`src/rtl/irq_timer_pkg.sv`:
```
package irq_timer_pkg;
  localparam int DATA_W = 32;
  localparam int VEC_W  = 8;
  localparam int MODE_W = 3;

  typedef enum logic [1:0] {
    ADDR_ENTRY = 2'd0,
    ADDR_START = 2'd1,
    ADDR_COUNT = 2'd2,
    ADDR_SPARE = 2'd3
  } reg_addr_e;

  // Timer entry layout: field positions are software-visible.
  typedef struct packed {
    logic [13:0]       rsvd_hi;
    logic              periodic;
    logic              mask;
    logic              level;
    logic              rem_flag;
    logic              polarity;
    logic              busy_flag;
    logic              rsvd_11;
    logic [MODE_W-1:0] mode;
    logic [VEC_W-1:0]  vector;
  } tmr_entry_t;

  localparam logic [DATA_W-1:0] ENTRY_WR_MASK = 32'h0003_A7FF;
  localparam logic [DATA_W-1:0] ENTRY_RST     = 32'h0001_0000;
endpackage

```
`src/rtl/itmr_cfg_regs.sv`:
```
module itmr_cfg_regs
  import irq_timer_pkg::*;
#(
  parameter int CNT_W = 32
) (
  input  logic              clk,
  input  logic              rst_n,
  input  logic              wr_entry_i,
  input  logic              wr_start_i,
  input  logic [DATA_W-1:0] wdata_i,
  output tmr_entry_t        entry_o,
  output logic [CNT_W-1:0]  start_o
);
  tmr_entry_t       entry_q;
  logic [CNT_W-1:0] start_q;

  always_ff @(posedge clk) begin
    if (!rst_n) begin
      entry_q <= tmr_entry_t'(ENTRY_RST);
      start_q <= '0;
    end else begin
      if (wr_entry_i) entry_q <= tmr_entry_t'(wdata_i & ENTRY_WR_MASK);
      if (wr_start_i) start_q <= wdata_i[CNT_W-1:0];
    end
  end

  assign entry_o = entry_q;
  assign start_o = start_q;

  // read-only status bits never become set by a write
  p_status_zero_r2: assert property (@(posedge clk) disable iff (!rst_n)
    wr_entry_i |=> (!entry_q.busy_flag && !entry_q.rem_flag));
  // without a write strobe the entry keeps its value
  p_entry_hold_r10: assert property (@(posedge clk) disable iff (!rst_n)
    !wr_entry_i |=> $stable(entry_q));
endmodule

```
`src/rtl/itmr_counter.sv`:
```
module itmr_counter #(
  parameter int CNT_W = 32
) (
  input  logic             clk,
  input  logic             rst_n,
  input  logic             load_i,
  input  logic [CNT_W-1:0] load_val_i,
  input  logic             tick_i,
  input  logic             periodic_i,
  input  logic [CNT_W-1:0] reload_i,
  output logic [CNT_W-1:0] cnt_o,
  output logic             expire_o
);
  localparam logic [CNT_W-1:0] ONE = CNT_W'(1);

  logic [CNT_W-1:0] cnt_q;

  // A load in the same cycle takes priority and suppresses expiry.
  assign expire_o = !load_i && tick_i && (cnt_q == ONE);

  always_ff @(posedge clk) begin
    if (!rst_n) begin
      cnt_q <= '0;
    end else if (load_i) begin
      cnt_q <= load_val_i;
    end else if (tick_i && cnt_q != '0) begin
      if (cnt_q == ONE) cnt_q <= periodic_i ? reload_i : '0;
      else              cnt_q <= cnt_q - ONE;
    end
  end

  assign cnt_o = cnt_q;

  p_step_one_r3: assert property (@(posedge clk) disable iff (!rst_n)
    (!load_i && tick_i && cnt_q > ONE) |=> cnt_q == $past(cnt_q) - ONE);
  p_hold_r3: assert property (@(posedge clk) disable iff (!rst_n)
    (!load_i && !tick_i) |=> $stable(cnt_q));
  p_reload_r6: assert property (@(posedge clk) disable iff (!rst_n)
    (expire_o && periodic_i) |=> cnt_q == $past(reload_i));
  p_stop_r7: assert property (@(posedge clk) disable iff (!rst_n)
    (expire_o && !periodic_i) |=> cnt_q == '0);
  p_idle_zero_r8: assert property (@(posedge clk) disable iff (!rst_n)
    (!load_i && cnt_q == '0) |=> cnt_q == '0);
endmodule

```
`src/rtl/itmr_req_gen.sv`:
```
module itmr_req_gen
  import irq_timer_pkg::*;
(
  input  logic              clk,
  input  logic              rst_n,
  input  logic              expire_i,
  input  logic              mask_i,
  input  logic [VEC_W-1:0]  vector_i,
  input  logic [MODE_W-1:0] mode_i,
  input  logic              level_i,
  output logic              req_valid_o,
  output logic [VEC_W-1:0]  req_vector_o,
  output logic [MODE_W-1:0] req_mode_o,
  output logic              req_level_o
);
  always_ff @(posedge clk) begin
    if (!rst_n) begin
      req_valid_o  <= 1'b0;
      req_vector_o <= '0;
      req_mode_o   <= '0;
      req_level_o  <= 1'b0;
    end else begin
      req_valid_o <= expire_i && !mask_i;
      if (expire_i) begin
        req_vector_o <= vector_i;
        req_mode_o   <= mode_i;
        req_level_o  <= level_i;
      end
    end
  end

  p_req_cause_r4: assert property (@(posedge clk) disable iff (!rst_n)
    (expire_i && !mask_i) |=> req_valid_o && req_vector_o == $past(vector_i));
  p_masked_quiet_r5: assert property (@(posedge clk) disable iff (!rst_n)
    (!expire_i || mask_i) |=> !req_valid_o);
endmodule

```
`src/rtl/core_irq_timer.sv`:
```
module core_irq_timer
  import irq_timer_pkg::*;
#(
  parameter int CNT_W = 32
) (
  input  logic              clk,
  input  logic              rst_n,
  input  logic              tick_en,
  input  logic              reg_wr_en,
  input  logic [1:0]        reg_addr,
  input  logic [DATA_W-1:0] reg_wdata,
  output logic [DATA_W-1:0] reg_rdata,
  output logic              req_valid,
  output logic [VEC_W-1:0]  req_vector,
  output logic [MODE_W-1:0] req_mode,
  output logic              req_level
);
  tmr_entry_t       entry;
  logic [CNT_W-1:0] start_cnt;
  logic [CNT_W-1:0] cur_cnt;
  logic             expire;
  logic             wr_entry, wr_start;

  assign wr_entry = reg_wr_en && (reg_addr_e'(reg_addr) == ADDR_ENTRY);
  assign wr_start = reg_wr_en && (reg_addr_e'(reg_addr) == ADDR_START);

  itmr_cfg_regs #(.CNT_W(CNT_W)) u_cfg (
    .clk(clk), .rst_n(rst_n), .wr_entry_i(wr_entry), .wr_start_i(wr_start),
    .wdata_i(reg_wdata), .entry_o(entry), .start_o(start_cnt)
  );

  itmr_counter #(.CNT_W(CNT_W)) u_cnt (
    .clk(clk), .rst_n(rst_n), .load_i(wr_start),
    .load_val_i(reg_wdata[CNT_W-1:0]), .tick_i(tick_en),
    .periodic_i(entry.periodic), .reload_i(start_cnt),
    .cnt_o(cur_cnt), .expire_o(expire)
  );

  itmr_req_gen u_req (
    .clk(clk), .rst_n(rst_n), .expire_i(expire), .mask_i(entry.mask),
    .vector_i(entry.vector), .mode_i(entry.mode), .level_i(entry.level),
    .req_valid_o(req_valid), .req_vector_o(req_vector),
    .req_mode_o(req_mode), .req_level_o(req_level)
  );

  always_comb begin
    case (reg_addr_e'(reg_addr))
      ADDR_ENTRY: reg_rdata = DATA_W'(entry);
      ADDR_START: reg_rdata = DATA_W'(start_cnt);
      ADDR_COUNT: reg_rdata = DATA_W'(cur_cnt);
      default:    reg_rdata = '0;
    endcase
  end

  // a start-count write never coincides with a raised request next cycle
  p_write_wins_r9: assert property (@(posedge clk) disable iff (!rst_n)
    wr_start |=> !req_valid);
endmodule

```
`config.mk`:
```
export PLATFORM = sky130hd
export DESIGN_NAME = core_irq_timer
export DESIGN_NICKNAME = d
export VERILOG_FILES = /design/src/rtl/irq_timer_pkg.sv /design/src/rtl/itmr_cfg_regs.sv /design/src/rtl/itmr_counter.sv /design/src/rtl/itmr_req_gen.sv /design/src/rtl/core_irq_timer.sv
export SDC_FILE = /design/constraint.sdc
export NUM_CORES = 1
export LEC_CHECK = 0
export BUFFER_PORTS_ARGS = -buffer_cell sky130_fd_sc_hd__clkbuf_2
export CAP_MARGIN = 25
export CORE_MARGIN = 2
export CORE_UTILIZATION = 40
export CTS_CLUSTER_SIZE = 24
export DETAILED_ROUTE_END_ITERATION = 8
export GPL_ROUTABILITY_DRIVEN = 0
export PLACE_DENSITY_LB_ADDON = 0.2
export SLEW_MARGIN = 20
export SYNTH_ARGS = -nofsm -noshare
export SYNTH_HDL_FRONTEND = slang
export SYNTH_SLANG_ARGS = --single-unit
```
`constraint.sdc`:
```
create_clock -name clk -period 4.05 [get_ports clk]
set_input_delay 0.6075 -clock clk [delete_from_list [all_inputs] [get_ports clk]]
set_output_delay 0.6075 -clock clk [all_outputs]
set_load 0.005 [all_outputs]
```
# After elaboration in Yosys (flattened, before gate mapping)
# Index checks and enable logic that the tools add are counted.
# word_totals
reg_bits	92
out_inout_bits	45
elab_cells	32
# classes
add_sub_neg	1
n_eq_ne	3
n_mux	5
reduce_logical	11
# op_table
op	count
32-bit two-way mux	4
32-bit one-hot mux with 3 select lines	1
32-bit by 1-bit equality test with 1-bit output, second input constant	1
32-bit nonzero test	1
32-bit by 1-bit subtractor with 32-bit output, second input constant	1
1-bit logical AND	6
2-bit by 1-bit equality test with 1-bit output, second input constant	1
2-bit equality test, second input constant	1
1-bit logical NOT	2
2-bit logical NOT	1
2-bit nonzero test	1

# Depth between registers and ports, before layout
# Gate-level depths: netlist of run 1.
# depth
ltp_word	6
depth_mapped	10
ltp_nobuf	8

# Hierarchy
# A second synthesis of run 1 with hierarchy kept.
# unflattened
hier_cells	614
hier_area_um2	5888.1
# by_module_without_submodules
module	n_inst	cells_per_inst	area_each_um2	seq_area_each_um2
itmr_counter	1	324	2552.4	640.6
itmr_cfg_regs	1	170	1960.6	940.9
core_irq_timer	1	79	874.6	0.0
itmr_req_gen	1	41	500.5	260.2

# Worst setup path before layout of run 1
# Ideal clock, no wire load.
# synth_path
path_type	flip-flop to flip-flop
start	register u_cnt.cnt_q[25], in the netlist u_cnt.cnt_o[25]
end	register u_cnt.cnt_q[9], in the netlist u_cnt.cnt_o[9]
setup_ns	0.123
arrival_ns	2.407
required_time_ns	3.927
path_slack_ns	1.521
stages_incl_launch_ff	9
n_path_buf	2
period_less_slack_ns	2.529
path_cell_list	dfxtp_1 > or4_4 > or3_4 > o41a_4 > or2_1 > buf_6 > buf_6 > o21ai_1 > a21oi_1
# synth_via
elab_chain_len	4
# synth_rtl
element	line_no	rtl
from (decl)	itmr_counter.sv:16	logic [CNT_W-1:0] cnt_q;
from (signal assigned)	itmr_counter.sv:25	cnt_q <= load_val_i;
from (signal assigned)	itmr_counter.sv:27	if (cnt_q == ONE) cnt_q <= periodic_i ? reload_i : '0;
from (signal assigned)	itmr_counter.sv:28	else cnt_q <= cnt_q - ONE;
32-bit by 1-bit equality test with 1-bit output	itmr_counter.sv:27	
32-bit two-way mux	itmr_counter.sv:27	
32-bit two-way mux	itmr_counter.sv:26	end else if (tick_i && cnt_q != '0) begin
32-bit two-way mux	itmr_counter.sv:24	end else if (load_i) begin
# Several ways; a longest one is shown, not always the timed one. The select of a mux whose other input is x is not followed.
# A chain may end at the register's enable or synchronous reset.

# Worst setup path after layout of run 1
# layout_path
start	register u_cnt.cnt_q[16], in the netlist u_cnt.cnt_o[16]
end	register u_cnt.cnt_q[8], in the netlist u_cnt.cnt_o[8]
# Same word-level chain as after synthesis.

==> key figures, run 1 <==
Status
  • Status: complete, no violations

Worst hold path
  • Min-delay src: u_cfg.entry_o[13]$_SDFFE_PN0P_
  • Hold WC Path Type: flop to flop
  • End of the worst hold path: u_cfg.entry_o[13]$_SDFFE_PN0P_
  • Min-Delay Path Depth: 2

Clock network
  • H-tree depth: 3
  • CTS tree: done
  • Worst-path clk slew: 0.07 ns
  • Clock Latency Late Sink: 0.35 ns
  • Postcts setup bufs: 0
  • Cts repair resizes: 0
  • Hold-fix buffers, CTS: 0
  • Num CTS Buffers: 9
  • CTS Sinks: 92
  • Clk buf depth: 2
  • Root buffer cell: clkbuf_16

Worst setup path
  • Critical R2R Launch: u_cnt.cnt_o[16]$_SDFFE_PN0P_
  • CP Launch Type: flop
  • Worst Path Required: 4.27 ns
  • RR Endpoint: u_cnt.cnt_o[8]$_SDFFE_PN0P_
  • Worst Reg-to-Reg Cells: 6
  • Critical path class: flop to flop
  • Worst Path Arrival: 3.55 ns
  • FF-to-FF setup slack: 0.72 ns
  • Worst Setup End Kind: flop
  • Critical path peak fanout: 18

Final layout
  • Register Area: 1840 um^2
  • Final core utilization: 0.476
  • Fraction of layout cells with a size suffix above 1: 0.182
  • Ant. Diodes: 0
  • Final non-filler cell total: 833
  • P&R area growth vs syn: 17.1%
  • Fill cell count: 1,238
  • Area taken by multi-input logic gates: 2760 um^2
  • Fin nets: 722
  • Design area: 5670 um^2

Pwr
  • Power Density: 423 nW/um^2
  • Worst vdd ir: 0.240 mV
  • Pleak: 2.19 nW

Yosys
  • Adder-Cell Fraction of Synth Area: 0.00517
  • Post-synthesis sequential area ratio: 0.381
  • Yosys top cell by area: dfxtp_1
  • Synth Flop Type: dfxtp_1
  • Mapped cell area: 4840 um^2
  • Post-synthesis simple-gate area fraction: 0.239
  • EDFF count, synth: 0
  • Synth Area in Compound Gates: 0.245
  • Synth Area in XOR/XNOR: 0.0235
  • Synthesized flop and latch total: 92
  • Yosys top cell area share: 0.381
  • Synth top cells by count: 139 x nand2_1, 92 x dfxtp_1, 77 x a21oi_1
  • Cell variety after synth: 60
  • Asr flop ratio synth: 0
  • Post-Synthesis Cells: 626
  • Top-count cell post-synth: nand2_1
  • Syn_area_per_cell: 7.73 um^2
  • Largest family of logic cells by synthesized area: compound AO/OA/AOI/OAI gates
  • Yosys Warn Count: 0
  • Syn Nets: 666
  • Mux share of post-synthesis cell area: 0.0559
  • Main area contributors after synthesis: dfxtp_1 38%, nand2_1 11%, a21oi_1 8.0%, mux2i_1 5.6%, o21ai_0 3.1%

Global route
  • Global-route wire length before repair: 24,100 um
  • Gr ovfl total: 0
  • Vias in the first global route: 4,724
  • Initial antenna violation count: 0
  • Largest net degree at the start of global routing: 59
  • Total GRT Usage: 0.233

Timing
  • Setup Total Neg Slack: 0 ns
  • Peak Freq: 0.300 GHz
  • Fin. max-slew vios: 0
  • Worst clock skew: 0.00857 ns
  • Final worst path period need: 3.33 ns
  • Final period util: 0.822
  • RSZ-0062 raised after global routing: no
  • Setup violations, final: 0
  • Hold Fails Final Rpt: 0
  • Actual slew at the worst max-slew pin: 0.931 ns
  • Max-slew headroom: 0.377

Route
  • Wire per inst: 17.9 um
  • Via/cell ratio: 5.90
  • Post-route DRC violation count: 0
  • TritonRoute pass-1 iters: 4
  • Final WL: 14,900 um
  • Via count: 4,915
  • Post-route antenna net violation count: 0
  • 1st-iter DRT viols: 300

Die
  • Num rows: 40
  • Die W: 114 um
  • Core footprint: 11,900 um^2
  • Die area: 13,000 um^2
  • Starting density of the core: 0.406
  • Ports: 83
  • Die H: 114 um

Placed design
  • Placed instance area: 5330 um^2
  • Detailed Place HPWL: 9980 um
  • Placed Cells incl. Taps: 818
  • PortBufs: 82

Job
  • Max_cap viols: 0
[state kept, by name, summed over array words and instances, names as in the netlist]
name and count:
u_cfg.start_o 32, u_cnt.cnt_o 32, u_cfg.entry_o 15, u_req.req_vector_o 8, u_req.req_mode_o 3, u_req.req_level_o 1, u_req.req_valid_o 1
[critical path: stages, from the launching register on]
cell and delay (ns):
dfxtp_1 0.38, nor4_1 0.77, nand2_1 0.39, o41a_4 0.60, or2_1 0.52, nand2_2 0.38
o22ai_1 0.15
[metrics by stage]
stage	setup slack [ns]	hold slack [ns]	power [mW]
finish	0.722	0.460	2.40
detailed placement	0.787	0.452	1.43
global route	0.503	0.494	2.49
floorplan	1.52	0.420	1.30
global placement	0.952	0.445	1.43
CTS	0.769	0.459	2.40
[layout make-up]
type / count / share of cell area
Timing Repair Buffer: 97 / 0.0945
Clock inverter: 5 / 0.0177
Tap cell: 147 / 0.0325
Inverter: 3 / 0.00199
Clock buffer: 10 / 0.0422
Sequential cell: 92 / 0.325
Multi-Input combinational cell: 479 / 0.486
[power breakdown]
| group | switching, mW | internal, mW | total, mW |
|---|---|---|---|
| clock network | 0.360 | 0.615 | 0.975 |
| registers | 0.0610 | 0.949 | 1.01 |
| logic | 0.247 | 0.164 | 0.411 |
| total | 0.669 | 1.73 | 2.40 |
[cells by family after synthesis]
family / after synthesis
simple gates: 247
compound gates: 190
flops: 92
buf+inv: 55
mux: 27
xor+xnor: 13
fa+ha+maj: 2
[worst max-delay path by stage]
stage                                            start                      endpoint  cells past startpoint
after CTS                 u_cnt.cnt_o[16]$_SDFFE_PN0P_   u_cnt.cnt_o[8]$_SDFFE_PN0P_                      6
after global placement    u_cnt.cnt_o[16]$_SDFFE_PN0P_  u_cnt.cnt_o[27]$_SDFFE_PN0P_                      6
after floorplan           u_cnt.cnt_o[25]$_SDFFE_PN0P_   u_cnt.cnt_o[9]$_SDFFE_PN0P_                      8
after global routing      u_cnt.cnt_o[16]$_SDFFE_PN0P_  u_cnt.cnt_o[24]$_SDFFE_PN0P_                      7
after detailed placement  u_cnt.cnt_o[16]$_SDFFE_PN0P_  u_cnt.cnt_o[31]$_SDFFE_PN0P_                      6
final                     u_cnt.cnt_o[16]$_SDFFE_PN0P_   u_cnt.cnt_o[8]$_SDFFE_PN0P_                      6
[layer usage]
| layer | up-vias | global-route usage | part of all wire |
|---|---|---|---|
| met5 | - | 0 | 0 |
| met4 | 0 | 0.0691 | 0.013 |
| met3 | 13 | 0.0367 | 0.051 |
| met2 | 154 | 0.382 | 0.47 |
| met1 | 2382 | 0.317 | 0.47 |
| li1 | 2366 | - | - |
[layout by cell type, fill, tap and decap left out, types with 10 or more instances in the layout]
cell and n:
a21oi_1 77, a221oi_1 11, a22o_1 17, and2_1 10, buf_4 14, clkbuf_2 82, dfxtp_1 92, mux2i_1 27
nand2_1 139, nor2_1 31, nor3_1 12, nor4_1 11, o21ai_0 30, o21ai_1 10, o22ai_1 14
Power figures use the tool's default switching activity.
==> run 2: changes to the inputs <==
--- a/config.mk
+++ b/config.mk
@@ -5,6 +5,7 @@
 export SDC_FILE = /design/constraint.sdc
 export NUM_CORES = 1
 export LEC_CHECK = 0
+export ABC_AREA = 1
 export BUFFER_PORTS_ARGS = -buffer_cell sky130_fd_sc_hd__clkbuf_2
 export CAP_MARGIN = 25
 export CORE_MARGIN = 2
==> constraint.sdc (replaced) <==
create_clock -name clk -period 3.14 [get_ports clk]
set_input_delay 0.471 -clock clk [delete_from_list [all_inputs] [get_ports clk]]
set_output_delay 0.471 -clock clk [all_outputs]
set_load 0.005 [all_outputs]
==> run 2 against run 1 <==
Combinational power is 61% higher. First-iteration DRC count up 30%. Total power increased by 29%. Clock power increased by 15%. Largest cell class unchanged.
==> key figures, run 2 <==
Status
  • Status: complete, no violations (unchanged)

Global route
  • Vias in the first global route: 5,246 (was 4,724)
  • Total GRT Usage: 0.239 (was 0.233)
  • Global-route wire length before repair: 27,500 um (was 24,100 um)
  • Initial antenna violation count: 0 (unchanged)
  • Largest net degree at the start of global routing: 48 (was 59)
  • Gr ovfl total: 0 (unchanged)

Timing
  • RSZ-0062 raised after global routing: no (unchanged)
  • Fin. max-slew vios: 0 (unchanged)
  • Setup violations, final: 0 (unchanged)
  • Setup Total Neg Slack: 0 ns (unchanged)
  • Hold Fails Final Rpt: 0 (unchanged)
  • Final worst path period need: 2.34 ns (was 3.33 ns)
  • Final setup margin: 0.802 ns (was 0.722 ns)
  • Actual slew at the worst max-slew pin: 0.846 ns (was 0.931 ns)
  • Final period util: 0.744 (was 0.822)
  • Worst clock skew: 0.0106 ns (was 0.00857 ns)
  • Worst hold margin: 0.352 ns (was 0.460 ns)
  • Peak Freq: 0.428 GHz (was 0.300 GHz)
  • Max-slew headroom: 0.435 (was 0.377)

Final layout
  • P&R area growth vs syn: 14.7% (was 17.1%)
  • Design area: 6230 um^2 (was 5670 um^2)
  • Commonest non-fill, non-tap cell in the layout: nand2_1 (unchanged)
  • Most frequent cells in the layout: 255 x nand2_1, 155 x nor2_1, 92 x dfxtp_1 (was 139 x nand2_1, 92 x dfxtp_1, 82 x clkbuf_2)
  • Final core utilization: 0.471 (was 0.476)
  • Ant. Diodes: 0 (unchanged)
  • Fraction of layout cells with a size suffix above 1: 0.147 (was 0.182)
  • Fin nets: 980 (was 722)

Worst hold path
  • Hold WC Path Type: input port to flop (was flop to flop)

Yosys
  • Main area contributors after synthesis: dfxtp_1 34%, nand2_1 18%, nor2_1 11%, inv_1 5.7%, nand3_1 5.7% (was dfxtp_1 38%, nand2_1 11%, a21oi_1 8.0%, mux2i_1 5.6%, o21ai_0 3.1%)
  • Yosys top cell area share: 0.339 (was 0.381)
  • Syn Nets: 916 (was 666)
  • Mapped cell area: 5440 um^2 (was 4840 um^2)
  • Cell variety after synth: 29 (was 60)
  • Synth top cells by count: 255 x nand2_1, 155 x nor2_1, 92 x dfxtp_1 (was 139 x nand2_1, 92 x dfxtp_1, 77 x a21oi_1)
  • Synthesized flop and latch total: 92 (unchanged)
  • Post-Synthesis Cells: 876 (was 626)
  • Syn_area_per_cell: 6.20 um^2 (was 7.73 um^2)
  • Top-count cell post-synth: nand2_1 (unchanged)
  • Asr flop ratio synth: 0 (unchanged)
  • Synth Flop Type: dfxtp_1 (unchanged)
  • Yosys Warn Count: 0 (unchanged)
  • Yosys top cell by area: dfxtp_1 (unchanged)
  • Post-synthesis sequential area ratio: 0.339 (was 0.381)
  • EDFF count, synth: 0 (unchanged)

Clock network
  • Clk buf depth: 2 (unchanged)
  • Root buffer cell: clkbuf_16 (unchanged)
  • Worst-path clk slew: 0.08 ns (was 0.07 ns)
  • Hold-fix buffers, CTS: 0 (unchanged)
  • CTS tree: done (unchanged)
  • CTS Sinks: 92 (unchanged)
  • Cts repair resizes: 0 (unchanged)
  • Num CTS Buffers: 9 (unchanged)
  • Clock Latency Late Sink: 0.36 ns (was 0.35 ns)
  • H-tree depth: 3 (unchanged)
  • Postcts setup bufs: 0 (unchanged)

Placed design
  • PortBufs: 82 (unchanged)
  • Pre-CTS setup slack: 0.835 ns (was 0.787 ns)
  • Detailed Place HPWL: 12,400 um (was 9980 um)
  • Placed instance area: 5930 um^2 (was 5330 um^2)

Worst setup path
  • Worst setup path end: u_req.req_vector_o[6]$_SDFFE_PN0P_ (was u_cnt.cnt_o[8]$_SDFFE_PN0P_)
  • Critical path peak fanout: 14 (was 18)
  • Worst Reg-to-Reg Cells: 9 (was 6)
  • CP Launch Type: flop (unchanged)
  • Worst Path Arrival: 2.62 ns (was 3.55 ns)
  • RR Endpoint: u_req.req_vector_o[6]$_SDFFE_PN0P_ (was u_cnt.cnt_o[8]$_SDFFE_PN0P_)
  • Critical R2R Launch: u_cnt.cnt_o[14]$_SDFFE_PN0P_ (was u_cnt.cnt_o[16]$_SDFFE_PN0P_)
  • FF-to-FF setup slack: 0.80 ns (was 0.72 ns)
  • Worst Setup End Kind: flop (unchanged)
  • Worst Path Required: 3.42 ns (was 4.27 ns)
  • Crit path from: u_cnt.cnt_o[14]$_SDFFE_PN0P_ (was u_cnt.cnt_o[16]$_SDFFE_PN0P_)
  • Critical path class: flop to flop (unchanged)

Route
  • Wire per inst: 15.1 um (was 17.9 um)
  • Post-route antenna net violation count: 0 (unchanged)
  • Post-route DRC violation count: 0 (unchanged)
  • Via count: 5,656 (was 4,915)
  • Final WL: 16,900 um (was 14,900 um)
  • 1st-iter DRT viols: 390 (was 300)
  • TritonRoute pass-1 iters: 5 (was 4)
  • Via/cell ratio: 5.05 (was 5.90)

Pwr
  • Power Density: 494 nW/um^2 (was 423 nW/um^2)
  • Pleak: 2.93 nW (was 2.19 nW)
  • Comb power frac: 0.214 (was 0.172)
  • Pint: 2.02 mW (was 1.73 mW)
  • Power share of the clock group: 0.363 (was 0.407)
  • Switch share: 0.345 (was 0.279)
  • Share of power burned in registers: 0.422 (about the same)
  • Worst vdd ir: 0.278 mV (was 0.240 mV)
  • P_sw: 1.06 mW (was 669 uW)

Die
  • Starting density of the core: 0.410 (was 0.406)
  • Ports: 83 (unchanged)
  • Die W: 121 um (was 114 um)
  • Num rows: 42 (was 40)
  • Die area: 14,500 um^2 (was 13,000 um^2)
  • Die H: 121 um (was 114 um)
  • Core footprint: 13,200 um^2 (was 11,900 um^2)

Job
  • Max_cap viols: 0 (unchanged)
## run 2: cell count changes after synthesis, moves of 11 or more
cell and change:
nor2_1 +124, nand2_1 +116, inv_1 +81, nand3_1 +53, a21oi_1 -37, mux2i_1 -27, a22o_1 -17, clkbuf_1 -17
nand3b_1 +17, o21ai_1 +16, o211ai_1 +14, a221oi_1 -11, nor4_1 -11
## run 2: final cells by class
cell class,count,area [um^2]
fill,1461,7010
multi-input combinational,659,3060
sequential,92,1840
timing repair buffer,92,485
inverter,86,323
clock buffer,9,225
tap,176,220
clock inverter,7,76.3
## run 2: worst max-delay path, stage by stage (launching register included)
cell and delay, ns:
dfxtp_1 0.37, nor2_1 0.20, nand2_2 0.15, nor2_8 0.17, nand2_2 0.08, nor2_4 0.34, nand3_2 0.39, inv_2 0.32
nand2_1 0.09, a21oi_1 0.14
## run 2: power groups by stage
stage                     registers [mW]  clock network [mW]  logic, mW
final                               1.30                1.12      0.661
after global routing                1.31                1.17      0.754
after CTS                           1.30                1.13      0.662
after detailed placement            1.33                   0      0.658
after global placement              1.33                   0      0.658
after floorplan                     1.30                   0      0.491
## run 2: worst min path at each step
stage	startpoint	endpoint	slack, ns	cells after the start
final	reg_wdata[16]	u_cfg.entry_o[16]$_SDFFE_PN1P_	0.35	3
after global routing	reg_wdata[16]	u_cfg.entry_o[16]$_SDFFE_PN1P_	0.37	3
after CTS	reg_wdata[16]	u_cfg.entry_o[16]$_SDFFE_PN1P_	0.34	3
after detailed placement	u_req.req_vector_o[2]$_SDFFE_PN0P_	u_req.req_vector_o[2]$_SDFFE_PN0P_	0.46	2
after global placement	u_req.req_vector_o[2]$_SDFFE_PN0P_	u_req.req_vector_o[2]$_SDFFE_PN0P_	0.46	2
after floorplan	u_cfg.entry_o[16]$_SDFFE_PN1P_	u_req.req_valid_o$_SDFF_PN0_	0.43	1
## run 2: cells by family (layout without fill, tap and decap cells)
| kind of cell | Yosys count | in the layout | synth area share |
|---|---|---|---|
| buffers and inverters | 125 | 194 | 0.0976 |
| DFF | 92 | 92 | 0.339 |
| xor gates and xnor gates | 8 | 8 | 0.0129 |
| and+or+nand+nor | 525 | 525 | 0.420 |
| AOI/OAI and AO/OA | 124 | 124 | 0.126 |
| adders and majority gates | 2 | 2 | 0.00460 |
## run 2: stage by stage
stage | total power [mW] | std cells
floorplan | 1.79 | 876
global placement | 1.98 | 1105
detailed placement | 1.98 | 1105
CTS | 3.09 | 1121
global route | 3.24 | 1121
finish | 3.08 | 1121
## run 2: metal layers
metal  routed length [um]  global-route usage  vias up
li1                     -                   -     2922
met5                    0                   0        -
met2                 7500               0.369      140
met1                 8320               0.343     2567
met4                  347              0.0763        0
met3                  771              0.0330       27
